[config.mk]
export PLATFORM = sky130hd
export DESIGN_NAME = pgrd_master
export DESIGN_NICKNAME = d
export VERILOG_FILES = /design/src/rtl/pgrd_pkg.sv /design/src/rtl/pgrd_tick.sv /design/src/rtl/pgrd_shift.sv /design/src/rtl/pgrd_seq.sv /design/src/rtl/pgrd_master.sv
export SDC_FILE = /design/constraint.sdc
export NUM_CORES = 1
export LEC_CHECK = 0
export ABC_AREA = 1
export BUFFER_PORTS_ARGS = -buffer_cell sky130_fd_sc_hd__buf_2
export CAP_MARGIN = 20
export CORE_MARGIN = 10
export CORE_UTILIZATION = 62
export CTS_CLUSTER_DIAMETER = 100
export CTS_CLUSTER_SIZE = 12
export DETAILED_ROUTE_END_ITERATION = 7
export HOLD_SLACK_MARGIN = 0.05
export PLACE_DENSITY = 0.85
export SYNTH_ARGS = -nofsm -noshare
export SYNTH_HDL_FRONTEND = slang
export SYNTH_HIERARCHICAL = 1
export SYNTH_SLANG_ARGS = --single-unit
[constraint.sdc]
create_clock -name clk -period 3.45 [get_ports clk]
set_input_delay 0.1725 -clock clk [delete_from_list [all_inputs] [get_ports clk]]
set_output_delay 0.1725 -clock clk [all_outputs]
set_load 0.01 [all_outputs]
[src/rtl/pgrd_pkg.sv]
// Package pgrd_pkg
// Shared constants and types for the serial flash page read master.
// Assumes an 8-bit command and a byte-oriented serial frame.
package pgrd_pkg;

    localparam logic [7:0] OPC_MAIN = 8'h52;
    localparam logic [7:0] OPC_ALT  = 8'hD2;

    typedef enum logic [1:0] {
        ST_IDLE = 2'd0,
        ST_HDR  = 2'd1,
        ST_DATA = 2'd2,
        ST_GAP  = 2'd3
    } seq_state_t;

endpackage

[src/rtl/pgrd_tick.sv]
// Module pgrd_tick
// Gives a one-cycle tick every DIV system clocks while enabled. The count
// restarts from zero whenever the enable is low, so the first tick after
// enabling comes exactly DIV cycles later. Assumes DIV >= 1.
module pgrd_tick #(
    parameter int DIV = 4
) (
    input  logic clk,
    input  logic rst_n,
    input  logic en,
    output logic tick
);

    localparam int CW = (DIV > 1) ? $clog2(DIV) : 1;

    logic [CW-1:0] cnt_q;

    assign tick = en && (cnt_q == CW'(DIV - 1));

    // Counts system clocks within one half period of the serial clock.
    always_ff @(posedge clk) begin
        if (!rst_n) begin
            cnt_q <= '0;
        end else if (!en || tick) begin
            cnt_q <= '0;
        end else begin
            cnt_q <= cnt_q + 1'b1;
        end
    end

endmodule

[src/rtl/pgrd_shift.sv]
// Module pgrd_shift
// Moves one byte at a time in SPI mode 0. The bit on MOSI changes on a
// falling edge or at load, and MISO is taken on each rising edge. The
// byte ends on its eighth falling edge. In that cycle done is raised
// combinationally, so a new byte can be loaded with no gap in the clock.
// When hold is set, the eighth rising edge is held back.
// Assumes load is only raised when idle or in the done cycle.
module pgrd_shift (
    input  logic       clk,
    input  logic       rst_n,
    input  logic       tick,
    input  logic       load,
    input  logic [7:0] tx_byte,
    input  logic       hold,
    input  logic       miso,
    output logic       active,
    output logic       sck,
    output logic       mosi,
    output logic       done,
    output logic [7:0] rx_byte
);

    logic       act_q;
    logic       sck_q;
    logic [2:0] bit_q;
    logic [7:0] tx_q;
    logic [7:0] rx_q;

    assign active  = act_q;
    assign sck     = sck_q;
    assign mosi    = tx_q[7];
    assign rx_byte = rx_q;
    assign done    = act_q && tick && sck_q && (bit_q == 3'd7);

    // Walks the two clock phases of every bit of the current byte.
    always_ff @(posedge clk) begin
        if (!rst_n) begin
            act_q <= 1'b0;
            sck_q <= 1'b0;
            bit_q <= 3'd0;
            tx_q  <= 8'h00;
            rx_q  <= 8'h00;
        end else if (load) begin
            act_q <= 1'b1;
            sck_q <= 1'b0;
            bit_q <= 3'd0;
            tx_q  <= tx_byte;
        end else if (act_q && tick) begin
            if (!sck_q) begin
                if (!(hold && bit_q == 3'd7)) begin
                    sck_q <= 1'b1;
                    rx_q  <= {rx_q[6:0], miso};
                end
            end else begin
                sck_q <= 1'b0;
                if (bit_q == 3'd7) begin
                    act_q <= 1'b0;
                end else begin
                    bit_q <= bit_q + 1'b1;
                    tx_q  <= {tx_q[6:0], 1'b0};
                end
            end
        end
    end

endmodule

[src/rtl/pgrd_seq.sv]
// Module pgrd_seq
// Frame sequencer. It takes a request, drives chip select, and feeds the
// byte shifter in order: the command, the packed address bytes, the
// filler bytes, then the data bytes. It also keeps the page-relative
// index, which goes back to zero at the end of the page, and holds one
// output byte for the stream.
// Assumes req_offset < PAGE_BYTES and CS_GAP >= 1.
module pgrd_seq
    import pgrd_pkg::*;
#(
    parameter int PAGE_W      = 13,
    parameter int BYTE_W      = 11,
    parameter int CNT_W       = 12,
    parameter int PAGE_BYTES  = 1056,
    parameter int DUMMY_BYTES = 4,
    parameter int CS_GAP      = 2
) (
    input  logic              clk,
    input  logic              rst_n,
    input  logic              alt_opcode,
    input  logic              req_valid,
    output logic              req_ready,
    input  logic [PAGE_W-1:0] req_page,
    input  logic [BYTE_W-1:0] req_offset,
    input  logic [CNT_W-1:0]  req_count,
    input  logic              done,
    input  logic [7:0]        rx_byte,
    output logic              load,
    output logic [7:0]        tx_byte,
    output logic              hold,
    output logic              csn,
    output logic              out_valid,
    input  logic              out_ready,
    output logic [7:0]        out_data,
    output logic [BYTE_W-1:0] out_index
);

    localparam int ADDR_BITS  = PAGE_W + BYTE_W;
    localparam int ADDR_BYTES = (ADDR_BITS + 7) / 8;
    localparam int ADDR_W8    = ADDR_BYTES * 8;
    localparam int HDR_BYTES  = 1 + ADDR_BYTES + DUMMY_BYTES;
    localparam int HW         = $clog2(HDR_BYTES);
    localparam int GW         = (CS_GAP > 1) ? $clog2(CS_GAP) : 1;
    localparam logic [BYTE_W-1:0] LAST_IDX = BYTE_W'(PAGE_BYTES - 1);

    seq_state_t          state_q;
    logic [ADDR_W8-1:0]  addr_q;
    logic [HW-1:0]       hdr_q;
    logic [HW-1:0]       nxt_hdr;
    logic [CNT_W-1:0]    rem_q;
    logic [BYTE_W-1:0]   idx_q;
    logic [GW-1:0]       gap_q;
    logic                csn_q;
    logic                start;
    logic                hdr_last;
    logic                data_last;

    assign req_ready = (state_q == ST_IDLE);
    assign start     = req_valid && req_ready && (req_count != '0);
    assign nxt_hdr   = hdr_q + 1'b1;
    assign hdr_last  = (hdr_q == HW'(HDR_BYTES - 1));
    assign data_last = (rem_q == CNT_W'(1));
    assign csn       = csn_q;
    assign hold      = out_valid && !out_ready;

    // Raises a byte load at the start of a frame and after each finished byte.
    always_comb begin
        load = start
             || (done && state_q == ST_HDR)
             || (done && state_q == ST_DATA && !data_last);
    end

    // Picks the next byte to send: command, an address byte, or zero filler.
    always_comb begin
        tx_byte = 8'h00;
        if (state_q == ST_IDLE) begin
            tx_byte = alt_opcode ? OPC_ALT : OPC_MAIN;
        end else if (state_q == ST_HDR && int'(nxt_hdr) >= 1
                     && int'(nxt_hdr) <= ADDR_BYTES) begin
            tx_byte = addr_q[8 * (ADDR_BYTES - int'(nxt_hdr)) +: 8];
        end
    end

    // Moves the frame through its phases and keeps the byte counters.
    always_ff @(posedge clk) begin
        if (!rst_n) begin
            state_q <= ST_IDLE;
            csn_q   <= 1'b1;
            addr_q  <= '0;
            hdr_q   <= '0;
            rem_q   <= '0;
            idx_q   <= '0;
            gap_q   <= '0;
        end else begin
            case (state_q)
                ST_IDLE: begin
                    if (start) begin
                        state_q <= ST_HDR;
                        csn_q   <= 1'b0;
                        hdr_q   <= '0;
                        rem_q   <= req_count;
                        idx_q   <= req_offset;
                        addr_q  <= ADDR_W8'({req_page, req_offset});
                    end
                end
                ST_HDR: begin
                    if (done) begin
                        hdr_q <= nxt_hdr;
                        if (hdr_last) begin
                            state_q <= ST_DATA;
                        end
                    end
                end
                ST_DATA: begin
                    if (done) begin
                        idx_q <= (idx_q == LAST_IDX) ? '0 : idx_q + 1'b1;
                        rem_q <= rem_q - 1'b1;
                        if (data_last) begin
                            state_q <= ST_GAP;
                            csn_q   <= 1'b1;
                            gap_q   <= '0;
                        end
                    end
                end
                default: begin
                    if (gap_q == GW'(CS_GAP - 1)) begin
                        state_q <= ST_IDLE;
                    end else begin
                        gap_q <= gap_q + 1'b1;
                    end
                end
            endcase
        end
    end

    // Holds one received byte and its index until the consumer takes it.
    always_ff @(posedge clk) begin
        if (!rst_n) begin
            out_valid <= 1'b0;
            out_data  <= 8'h00;
            out_index <= '0;
        end else begin
            if (out_valid && out_ready) begin
                out_valid <= 1'b0;
            end
            if (done && state_q == ST_DATA) begin
                out_valid <= 1'b1;
                out_data  <= rx_byte;
                out_index <= idx_q;
            end
        end
    end

endmodule

[src/rtl/pgrd_master.sv]
// Module pgrd_master
// Top of the serial flash page read master. It joins the half-period tick
// generator, the byte shifter and the frame sequencer. Each request gives
// one frame on the serial pins and a run of bytes on the output stream.
// Assumes CLK_DIV >= 1 and req_offset < PAGE_BYTES.
module pgrd_master #(
    parameter int CLK_DIV     = 4,
    parameter int PAGE_W      = 13,
    parameter int BYTE_W      = 11,
    parameter int CNT_W       = 12,
    parameter int PAGE_BYTES  = 1056,
    parameter int DUMMY_BYTES = 4,
    parameter int CS_GAP      = 2
) (
    input  logic              clk,
    input  logic              rst_n,
    input  logic              alt_opcode,
    input  logic              req_valid,
    output logic              req_ready,
    input  logic [PAGE_W-1:0] req_page,
    input  logic [BYTE_W-1:0] req_offset,
    input  logic [CNT_W-1:0]  req_count,
    output logic              out_valid,
    input  logic              out_ready,
    output logic [7:0]        out_data,
    output logic [BYTE_W-1:0] out_index,
    output logic              spi_csn,
    output logic              spi_sck,
    output logic              spi_mosi,
    input  logic              spi_miso
);

    logic       sh_active;
    logic       sh_tick;
    logic       sh_load;
    logic       sh_done;
    logic       sh_hold;
    logic [7:0] sh_tx;
    logic [7:0] sh_rx;

    pgrd_tick #(
        .DIV (CLK_DIV)
    ) tick_i (
        .clk   (clk),
        .rst_n (rst_n),
        .en    (sh_active),
        .tick  (sh_tick)
    );

    pgrd_shift shift_i (
        .clk     (clk),
        .rst_n   (rst_n),
        .tick    (sh_tick),
        .load    (sh_load),
        .tx_byte (sh_tx),
        .hold    (sh_hold),
        .miso    (spi_miso),
        .active  (sh_active),
        .sck     (spi_sck),
        .mosi    (spi_mosi),
        .done    (sh_done),
        .rx_byte (sh_rx)
    );

    pgrd_seq #(
        .PAGE_W      (PAGE_W),
        .BYTE_W      (BYTE_W),
        .CNT_W       (CNT_W),
        .PAGE_BYTES  (PAGE_BYTES),
        .DUMMY_BYTES (DUMMY_BYTES),
        .CS_GAP      (CS_GAP)
    ) seq_i (
        .clk        (clk),
        .rst_n      (rst_n),
        .alt_opcode (alt_opcode),
        .req_valid  (req_valid),
        .req_ready  (req_ready),
        .req_page   (req_page),
        .req_offset (req_offset),
        .req_count  (req_count),
        .done       (sh_done),
        .rx_byte    (sh_rx),
        .load       (sh_load),
        .tx_byte    (sh_tx),
        .hold       (sh_hold),
        .csn        (spi_csn),
        .out_valid  (out_valid),
        .out_ready  (out_ready),
        .out_data   (out_data),
        .out_index  (out_index)
    );

endmodule

==> results of run 1 <==
==> per-stage QoR <==
stage | std cells | total power [W] | area [um2]
final | 892 | 0.00378 | 5420
after global routing | 892 | 0.00409 | 5420
after CTS | 892 | 0.00376 | 5420
after detailed placement | 873 | 0.00307 | 5210
after global placement | 873 | 0.00301 | 5210
after floorplan | 730 | 0.00276 | 4870
==> power by group through the flow <==
stage | registers [W] | clock network [W] | logic (W)
finish | 0.00155 | 0.000687 | 0.00154
floorplan | 0.00151 | 0 | 0.00125
detailed placement | 0.00157 | 0 | 0.00151
global placement | 0.00156 | 0 | 0.00146
global route | 0.00158 | 0.000752 | 0.00176
CTS | 0.00154 | 0.000700 | 0.00152
==> worst reg2reg max path, delay by kind of cell (launching register included) <==
kind                     cells  cell delay [ps]
AO/OA/AOI/OAI                3              480
flip-flops                   1              540
buffers and inverters        2              270
AND/OR/NAND/NOR              6              770
adder cells (fa/ha/maj)      1              360
==> worst paths after layout <==
check | cells past startpoint | end | start | slack, ps
setup / recovery | 12 | shift_i/tx_q[7]$_SDFFE_PN0P_ | seq_i/hdr_q[0]$_SDFFE_PN0P_ | 950
hold / removal | 3 | seq_i/addr_q[23]$_SDFFE_PN0P_ | req_page[12] | 60
setup reg to reg | 12 | shift_i/tx_q[7]$_SDFFE_PN0P_ | seq_i/hdr_q[0]$_SDFFE_PN0P_ | 950
hold reg to reg | 1 | tick_i/cnt_q[0]$_SDFF_PP0_ | tick_i/cnt_q[0]$_SDFF_PP0_ | 440
==> cell usage in the layout (no fill, tap or decap), drive strengths merged, types with 4 or more instances in the layout <==
master / instances
nand2: 170
nor2: 157
a21oi: 45
buf: 69
dfxtp: 97
nor3: 6
nand4: 13
ha: 13
clkbuf: 10
nand3: 42
o21ai: 92
clkinv: 6
o21a: 4
inv: 56
==> state kept, by name, summed over array words and instances, names as in the netlist <==
name	cells
seq_i/idx_q	11
seq_i/gap_q	1
tick_i/cnt_q	2
seq_i/state_q	2
seq_i/out_data	8
seq_i/out_valid	1
seq_i/hdr_q	3
seq_i/rem_q	12
shift_i/tx_q	8
seq_i/csn	1
shift_i/rx_byte	8
seq_i/out_index	11
seq_i/addr_q	24
shift_i/active	1
shift_i/bit_q	3
shift_i/sck	1
==> logic make-up after synthesis <==
logic type | count (synthesis) | share of synthesized area
flops | 97 | 0.399
buf+inv | 85 | 0.0743
simple gates | 391 | 0.339
xor+xnor | 2 | 0.00360
compound gates | 142 | 0.151
fa+ha+maj | 13 | 0.0334
==> layout make-up <==
cell class,instances,area (um2)
fill,683,2270
timing repair buffer,72,385
inverter,57,219
sequential,97,1940
clock inverter,6,51.3
multi-input combinational,548,2560
clock buffer,10,128
tap,102,128
==> timing repair <==
action | CTS | global route
gates resized for setup | 0 | 0
endpoints found under the hold margin | 3 | 0
hold buffers | 3 | 0
setup buffers | 0 | 0
==> per-layer routing <==
metal | vias up | share of wire | global-route usage
met5 | - | 0 | 0
met3 | 21 | 0.062 | 0.0589
met1 | 2197 | 0.43 | 0.253
met4 | 0 | 0.016 | 0.0650
met2 | 134 | 0.49 | 0.351
li1 | 2467 | - | -
==> results.yml, run 1 <==
run_status:
  outcome: "finished, final reports clean"
setup_path:
  criticalPathCategory: "flop to flop"
  crit_required_ps: 3750
  path_max_fanout: 19
  cp.arrival_ps: 2800
  cp_common_cell: "nand2_1"
  critPathMaxStageDelay_ps: 540
  cp-start-kind: "flop"
  worst-path-buf-inv: 2
  endpoint_kind: "flop"
  critPathTopFamily: "simple AND/OR/NAND/NOR gates"
  worstPathCellList: "inv_2 > ha_1 > inv_1 > nor2_1 > o21ai_0 > o21ai_0 > nand3_1 > nand2_1 > nand2_1 > nand2_1 > nand4_1 > a21oi_1"
  crit_slowest_cell: "dfxtp_1"
synthesis:
  syn_nets: 785
  netlist_instances: 730
  synth_seq_cells: 97
  synthDominantCellAreaShare: 0.399
  synth.most_common_cell: "nand2_1"
  synth_edf_count: 0
  ys_top_cells_by_count: "nand2_1, nor2_1, dfxtp_1"
  ys_seq_area_frac: 0.399
  avgSynthCellArea_um2: 6.67
  synth_area_leaders: "dfxtp_1, nand2_1, nor2_1"
  synth_area_leader_cell: "dfxtp_1"
  yosys_warnings: 6
  synth-main-ff-cell: "dfxtp_1"
  synthDistinctLibCells: 30
  synth-async-reset-ratio: 0
  netlist_area_mm2: 0.00487
pwr:
  power.internal_w: 0.00213
  sw_frac_of_total: 0.438
  powerDensity_mw_per_mm2: 698
  ir_drop_v: 0.000501
  combPwrFrac: 0.408
  p_clk_frac: 0.182
  seqPwrFrac: 0.410
  p_sw_w: 0.00165
  cellLeakagePower_nw: 2.46
global_routing:
  grt_overflow: 0
  grt_usage: 0.209
  grt_pass1_vias: 4590
  grt_max_degree: 67
  grt_pass1_wl_mm: 20.5
  antenna_found_initial: 0
drt:
  wire_per_inst_um: 13.7
  antenna_left: 0
  vias: 4819
  wirelength_mm: 12.2
  drt_iter0_markers: 379
  dr.pass1.iters: 5
  routed_via_density: 5.40
  drc: 0
cells_and_area:
  drive_gt1_frac: 0.141
  nets: 840
  diodes: 0
  fin_util: 0.704
  syn2layout_area_growth_pct: 11.3
clocking:
  clk_latency_ps: 370
  cts_tree: "done"
  h-tree-depth: 3
  clkTransAtPathRegs_ps: 90
  clk_root_buffer_cell: "clkbuf_8"
  clkSinkCount: 97
  clockBufferDepth: 2
  cts_buffers: 9
sta:
  fin_setup_tns_ps: 0
  fin_ws_ps: 953
  finalSetupViolCount: 0
  skew_ps: 12.9
  worst_slew_pin_slew_ps: 738
  timing.fmax_mhz: 401
  maxSlewViolCount: 0
  whs_ps: 58.2
  rsz0062_at_grt: "no"
  period_needed_ps: 2500
  relSlewSlack: 0.508
  fin_crit_sh: 0.724
  hold_viol: 0
place:
  place_congestion: 0.914
  dp_slack_ps: 993
  hpwlAfterDp_mm: 8.79
  port_buffers: 65
die:
  die-width_um: 109
  num_rows: 32
  die_y_um: 109
  start_util: 0.633
  die-area_mm2: 0.0118
  num_io_pins: 66
  core_mm2: 0.00769
min_path:
  hold_path.class: "primary input to flop"
flow_run:
  drv_cap: 0
Note: power is estimated with default switching activity, not from simulation.
==> inputs of run 2 (changes only) <==
--- a/config.mk
+++ b/config.mk
@@ -9,12 +9,12 @@
 export BUFFER_PORTS_ARGS = -buffer_cell sky130_fd_sc_hd__buf_2
 export CAP_MARGIN = 20
 export CORE_MARGIN = 10
-export CORE_UTILIZATION = 62
+export CORE_UTILIZATION = 58
 export CTS_CLUSTER_DIAMETER = 100
 export CTS_CLUSTER_SIZE = 12
 export DETAILED_ROUTE_END_ITERATION = 7
 export HOLD_SLACK_MARGIN = 0.05
-export PLACE_DENSITY = 0.85
+export PLACE_DENSITY = 0.8
 export SYNTH_ARGS = -nofsm -noshare
 export SYNTH_HDL_FRONTEND = slang
 export SYNTH_HIERARCHICAL = 1
==> constraint.sdc (replaced) <==
create_clock -name clk -period 2.3 [get_ports clk]
set_input_delay 0.115 -clock clk [delete_from_list [all_inputs] [get_ports clk]]
set_output_delay 0.115 -clock clk [all_outputs]
set_load 0.01 [all_outputs]
==> run 2 against run 1 <==
  * Fmax up 15%
  * Global-route usage down 0.71 points
  * Register-to-register slack worse by 830 ps
  * Power up 57%
  * Cell count up 3.9%
  * Critical path type unchanged
==> results.yml, run 2 (synthesized netlist as in run 1, its figures left out) <==
run_status:
  outcome: "finished, final reports clean"
place:
  hpwlAfterDp_mm: 9.32
  place_congestion: 0.944
  port_buffers: 65
drt:
  vias: 4987
  wire_per_inst_um: 13.9
  wirelength_mm: 12.9
  antenna_left: 0
  drc: 0
  drt_iter0_markers: 412
  routed_via_density: 5.38
  dr.pass1.iters: 6
cells_and_area:
  diodes: 0
  fill_cells: 707
  drive_gt1_frac: 0.156
  nets: 873
  largest_register_ffs: 24
  fin_util: 0.703
  final_cell_mix: "nand2_1, nor2_1, dfxtp_1, o21ai_0, buf_2"
  max_flop_register: "seq_i/addr_q"
  final_common_cell: "nand2_1"
  syn2layout_area_growth_pct: 18.1
  reg.largest.list: "seq_i/addr_q: 24 flops, seq_i/rem_q: 12 flops"
min_path:
  hold_path.class: "primary input to flop"
flow_run:
  drv_cap: 0
sta:
  finalSetupViolCount: 0
  maxSlewViolCount: 0
  fin_setup_tns_ps: 0
  hold_viol: 0
  rsz0062_at_grt: "yes"
  skew_ps: 9.58
  worst_slew_pin_slew_ps: 556
  timing.fmax_mhz: 459
  period_needed_ps: 2180
  fin_crit_sh: 0.948
  relSlewSlack: 0.629
clocking:
  cts_tree: "done"
  clk_root_buffer_cell: "clkbuf_8"
  h-tree-depth: 3
  clkTransAtPathRegs_ps: 100
  clk_latency_ps: 360
  clockBufferDepth: 2
  clkSinkCount: 97
  cts_buffers: 9
global_routing:
  antenna_found_initial: 0
  grt_usage: 0.202
  grt_max_degree: 36
  grt_pass1_wl_mm: 21.7
  grt_overflow: 0
  grt_pass1_vias: 4757
setup_path:
  criticalPathCategory: "flop to flop"
  endpoint_kind: "flop"
  critPathMaxStageDelay_ps: 350
  cp.arrival_ps: 2480
  path_max_fanout: 8
  worstPathCellList: "ha_1 > ha_1 > nor2_2 > o21a_1 > o21ai_0 > a21oi_1 > nand2_1 > nand2_1 > nand4_1 > a21oi_1"
  cp-start-kind: "flop"
  crit_required_ps: 2600
  crit_slowest_cell: "dfxtp_1"
die:
  core_mm2: 0.00818
  num_rows: 33
  start_util: 0.595
  num_io_pins: 66
  die_y_um: 112
  die-area_mm2: 0.0125
  die-width_um: 112
pwr:
  cellLeakagePower_nw: 2.63
  ir_drop_v: 0.000733
  powerDensity_mw_per_mm2: 1030
[run 2: cell types whose count changed in the layout (fill, tap and decap cells not counted), sizes merged]
cell	delta
bufinv	+1
clkinv	-2
clkinvlp	+1
buf	+15
clkbuf	-1
dlygate4sd3	+18
[run 2: what timing repair did]
| action | in CTS | in global routing |
|---|---|---|
| buffers inserted | 0 | 5 |
| setup endpoints to repair | 0 | 33 |
| gates resized for setup | 0 | 4 |
| hold buffers | 21 | 0 |
| hold endpoints to repair | 21 | 0 |
[run 2: cell type report]
cell class              instances  area [um2]  area share
inverters                      57         219      0.0381
flip-flops and latches         97        1940       0.338
clock buffers                   9         124      0.0215
repair buffers                105         691       0.120
multi-input cells             548        2570       0.448
clock inverters                 6        67.6      0.0118
well taps                     105         131      0.0229
[run 2: critical path, delay by kind of cell, from the launching register on]
kind                       cells  cell delay [ps]
adders and majority gates      2              550
DFF                            1              350
and+or+nand+nor                4              570
AOI/OAI and AO/OA              4              630
[run 2: final timing paths]
| kind | startpoint | to | slack (ps) | depth (start not counted) |
|---|---|---|---|---|
| worst max-delay path | seq_i/hdr_q[0]$_SDFFE_PN0P_ | shift_i/tx_q[3]$_SDFFE_PN0P_ | 120 | 10 |
| worst min-delay path | req_offset[6] | seq_i/addr_q[6]$_SDFFE_PN0P_ | 70 | 3 |
| worst max register to register | seq_i/hdr_q[0]$_SDFFE_PN0P_ | shift_i/tx_q[3]$_SDFFE_PN0P_ | 120 | 10 |
| worst min register to register | tick_i/cnt_q[0]$_SDFF_PP0_ | tick_i/cnt_q[0]$_SDFF_PP0_ | 430 | 1 |
[run 2: per-stage QoR]
stage / setup WS [ps] / power (W) / cell area [um2] / hold WS (ps) / instances
final: 120 / 0.00594 / 5750 / 65.5 / 927
after global routing: -10.7 / 0.00642 / 5750 / 67.9 / 927
after CTS: 18.4 / 0.00585 / 5700 / 51.3 / 922
after detailed placement: 49.9 / 0.00470 / 5300 / 373 / 886
after global placement: 112 / 0.00462 / 5300 / 365 / 886
after floorplan: 41.6 / 0.00413 / 4870 / 250 / 730
[run 2: metal layers]
layer | share of wire | GRT usage | up-vias | wire length [um]
li1 | - | - | 2532 | -
met1 | 0.44 | 0.241 | 2260 | 5610
met2 | 0.49 | 0.353 | 177 | 6320
met3 | 0.058 | 0.0354 | 18 | 745
met4 | 0.014 | 0.0746 | 0 | 182
met5 | 0 | 0 | - | 0
[run 2: report_power, final]
| part | leakage (nW) | internal, W | total (W) | switching [W] |
|---|---|---|---|---|
| clock network | 0.0921 | 0.000503 | 0.00112 | 0.000615 |
| logic | 1.74 | 0.000906 | 0.00250 | 0.00160 |
| registers | 0.793 | 0.00202 | 0.00232 | 0.000298 |
==> inputs of run 3 (changes only) <==
--- a/config.mk
+++ b/config.mk
@@ -17,5 +17,4 @@
 export PLACE_DENSITY = 0.8
 export SYNTH_ARGS = -nofsm -noshare
 export SYNTH_HDL_FRONTEND = slang
-export SYNTH_HIERARCHICAL = 1
 export SYNTH_SLANG_ARGS = --single-unit
==> run 3 against run 2 <==
  * Largest cell class unchanged
  * Count of clock-buffer cells in the layout is 1 higher
  * Register-to-register slack better by 130 ps
  * Largest power group unchanged
  * Critical endpoint is now shift_i.tx_q[3]$_SDFFE_PN0P_
  * Sequential power shrank 2%
==> results.yml, run 3 <==
run_status:
  outcome: "finished, final reports clean"
drt:
  drc: 0
  drt_iter0_markers: 255
  dr.pass1.iters: 5
  wirelength_mm: 12.7
  vias: 4808
  antenna_left: 0
  routed_via_density: 5.53
  wire_per_inst_um: 14.7
cells_and_area:
  final_common_cell: "nand2_1"
  largest_register_ffs: 24
  regArea_mm2: 0.00194
  syn2layout_area_growth_pct: 15.2
  drive_gt1_frac: 0.162
  fin_cells: 869
  multi_input_area_mm2: 0.00247
  reg.largest.list: "seq_i.addr_q: 24 flops, seq_i.rem_q: 12 flops"
  max_flop_register: "seq_i.addr_q"
  diodes: 0
  fill_cells: 678
  final_cell_mix: "nand2_1, nor2_1, dfxtp_1, o21ai_0, buf_2"
  nets: 814
die:
  die-width_um: 111
  num_rows: 33
  die-area_mm2: 0.0124
  core_mm2: 0.00813
  die_y_um: 111
  num_io_pins: 66
  start_util: 0.593
sta:
  period_needed_ps: 2050
  worst_slew_pin_slew_ps: 609
  relSlewSlack: 0.594
  fin_setup_tns_ps: 0
  hold_viol: 0
  maxSlewViolCount: 0
  timing.fmax_mhz: 489
  fin_ws_ps: 253
  finalSetupViolCount: 0
  fin_crit_sh: 0.890
  skew_ps: 16.7
  rsz0062_at_grt: "no"
min_path:
  hold_path.class: "primary input to flop"
place:
  place_congestion: 0.924
  port_buffers: 65
  dp_slack_ps: 126
  dp_cells: 836
  hpwlAfterDp_mm: 9.03
synthesis:
  synth_area_leader_cell: "dfxtp_1"
  netlist_instances: 688
  synth-async-reset-ratio: 0
  synth-main-ff-cell: "dfxtp_1"
  avgSynthCellArea_um2: 7.01
  synth_area_leaders: "dfxtp_1, nand2_1, nor2_1"
  ys_top_cells_by_count: "nand2_1, nor2_1, dfxtp_1"
  synthDominantCellAreaShare: 0.403
  syn_nets: 743
  synthDistinctLibCells: 40
  ys_seq_area_frac: 0.403
  synth_edf_count: 0
  netlist_area_mm2: 0.00482
  synth_seq_cells: 97
  synth.most_common_cell: "nand2_1"
  yosys_warnings: 0
global_routing:
  gr-usage-met2: 0.336
  grt_usage: 0.205
  grt_pass1_wl_mm: 21.9
  grt_overflow: 0
  met3_usage: 0.0503
  met1_usage: 0.253
  grt-busiest-layer: "met2"
  grt_pass1_vias: 4570
  grt_max_degree: 35
  antenna_found_initial: 0
setup_path:
  cp.arrival_ps: 2350
  endpoint_kind: "flop"
  worstPathCellList: "ha_1 > ha_1 > nor2_2 > nand2_1 > nand2_1 > nor3_1 > nand2_1 > nand2_1 > o21ai_1 > a21oi_1"
  cp_common_cell: "nand2_1"
  cp-start-kind: "flop"
  r2r_slack_ps: 250
  path_max_fanout: 11
  criticalPathCategory: "flop to flop"
  crit_slowest_cell: "ha_1"
  crit_required_ps: 2600
  critPathMaxStageDelay_ps: 400
clocking:
  clk_latency_ps: 370
  cts_tree: "done"
  clkSinkCount: 97
  clockBufferDepth: 2
  cts_buffers: 9
  h-tree-depth: 3
  clk_root_buffer_cell: "clkbuf_8"
  post_cts_buffers: 0
  clkTransAtPathRegs_ps: 100
pwr:
  ir_drop_v: 0.000599
  powerDensity_mw_per_mm2: 1120
  power.total_w: 0.00622
  cellLeakagePower_nw: 2.53
flow_run:
  drv_cap: 0
[run 3: cell types whose count changed in the layout (fill, tap and decap cells not counted), moves of 9 or more]
| cell | before | now |
|---|---|---|
| nor2_1 | 151 | 115 |
| inv_1 | 46 | 58 |
| buf_4 | 18 | 9 |
| nand2_1 | 163 | 118 |
| o21ai_1 | 5 | 17 |
| a21oi_1 | 44 | 62 |
| nand3_1 | 39 | 29 |
[run 3: final timing paths]
kind,from,end,cells past startpoint
hold / removal,req_count[10],seq_i.rem_q[10]$_SDFFE_PN0P_,3
setup reg to reg,seq_i.hdr_q[0]$_SDFFE_PN0P_,shift_i.tx_q[3]$_SDFFE_PN0P_,10
hold reg to reg,tick_i.cnt_q[0]$_SDFF_PP0_,tick_i.cnt_q[0]$_SDFF_PP0_,1
setup / recovery,seq_i.hdr_q[0]$_SDFFE_PN0P_,shift_i.tx_q[3]$_SDFFE_PN0P_,10
[run 3: kinds of logic (layout without fill, tap and decap cells)]
| group | Yosys count | count (layout) | synth area share |
|---|---|---|---|
| multiplexers | 1 | 1 | 0.00208 |
| AO/OA/AOI/OAI | 179 | 179 | 0.194 |
| buffers and inverters | 96 | 172 | 0.0869 |
| XOR/XNOR | 4 | 4 | 0.00726 |
| adder cells (fa/ha/maj) | 13 | 13 | 0.0337 |
| AND/OR/NAND/NOR | 298 | 298 | 0.273 |
| flip-flops | 97 | 97 | 0.403 |
[run 3: what timing repair did]
action / in CTS / in global routing
setup endpoints to repair: 0 / 8
hold buffers: 17 / 0
gates resized for setup: 0 / 3
hold endpoints to repair: 18 / 0
[run 3: through the flow]
stage               utilization  hold slack, ps  area, um2
finish                    0.683            48.8       5560
global route              0.683            65.5       5560
CTS                       0.682            52.9       5550
detailed placement        0.637             387       5180
global placement          0.637             367       5180
floorplan                     -             263       4820
[run 3: worst max-delay path: cells and delay by family, from the launching register on]
family / cells / cell delay, ps
and+or+nand+nor: 6 / 800
adders and majority gates: 2 / 620
DFF: 1 / 390
AOI/OAI and AO/OA: 2 / 180
[run 3: per-layer routing]
metal / share of wire / routed length [um]
met1: 0.42 / 5380
met2: 0.48 / 6080
met3: 0.073 / 928
met4: 0.027 / 346
met5: 0 / 0
[run 3: area by class of cell]
cell class,instances,share of cell area
Multi-Input combinational cell,495,0.444
Sequential cell,97,0.350
Timing Repair Buffer,91,0.101
Inverter,65,0.0450
Tap cell,105,0.0236
Clock buffer,10,0.0230
Clock inverter,6,0.0131
[run 3: where the power goes]
group          internal [W]  leakage, nW  switching (W)  total (W)
clock              0.000517       0.0979       0.000626    0.00114
sequential          0.00203        0.795       0.000251    0.00228
combinational      0.000922         1.63        0.00188    0.00280
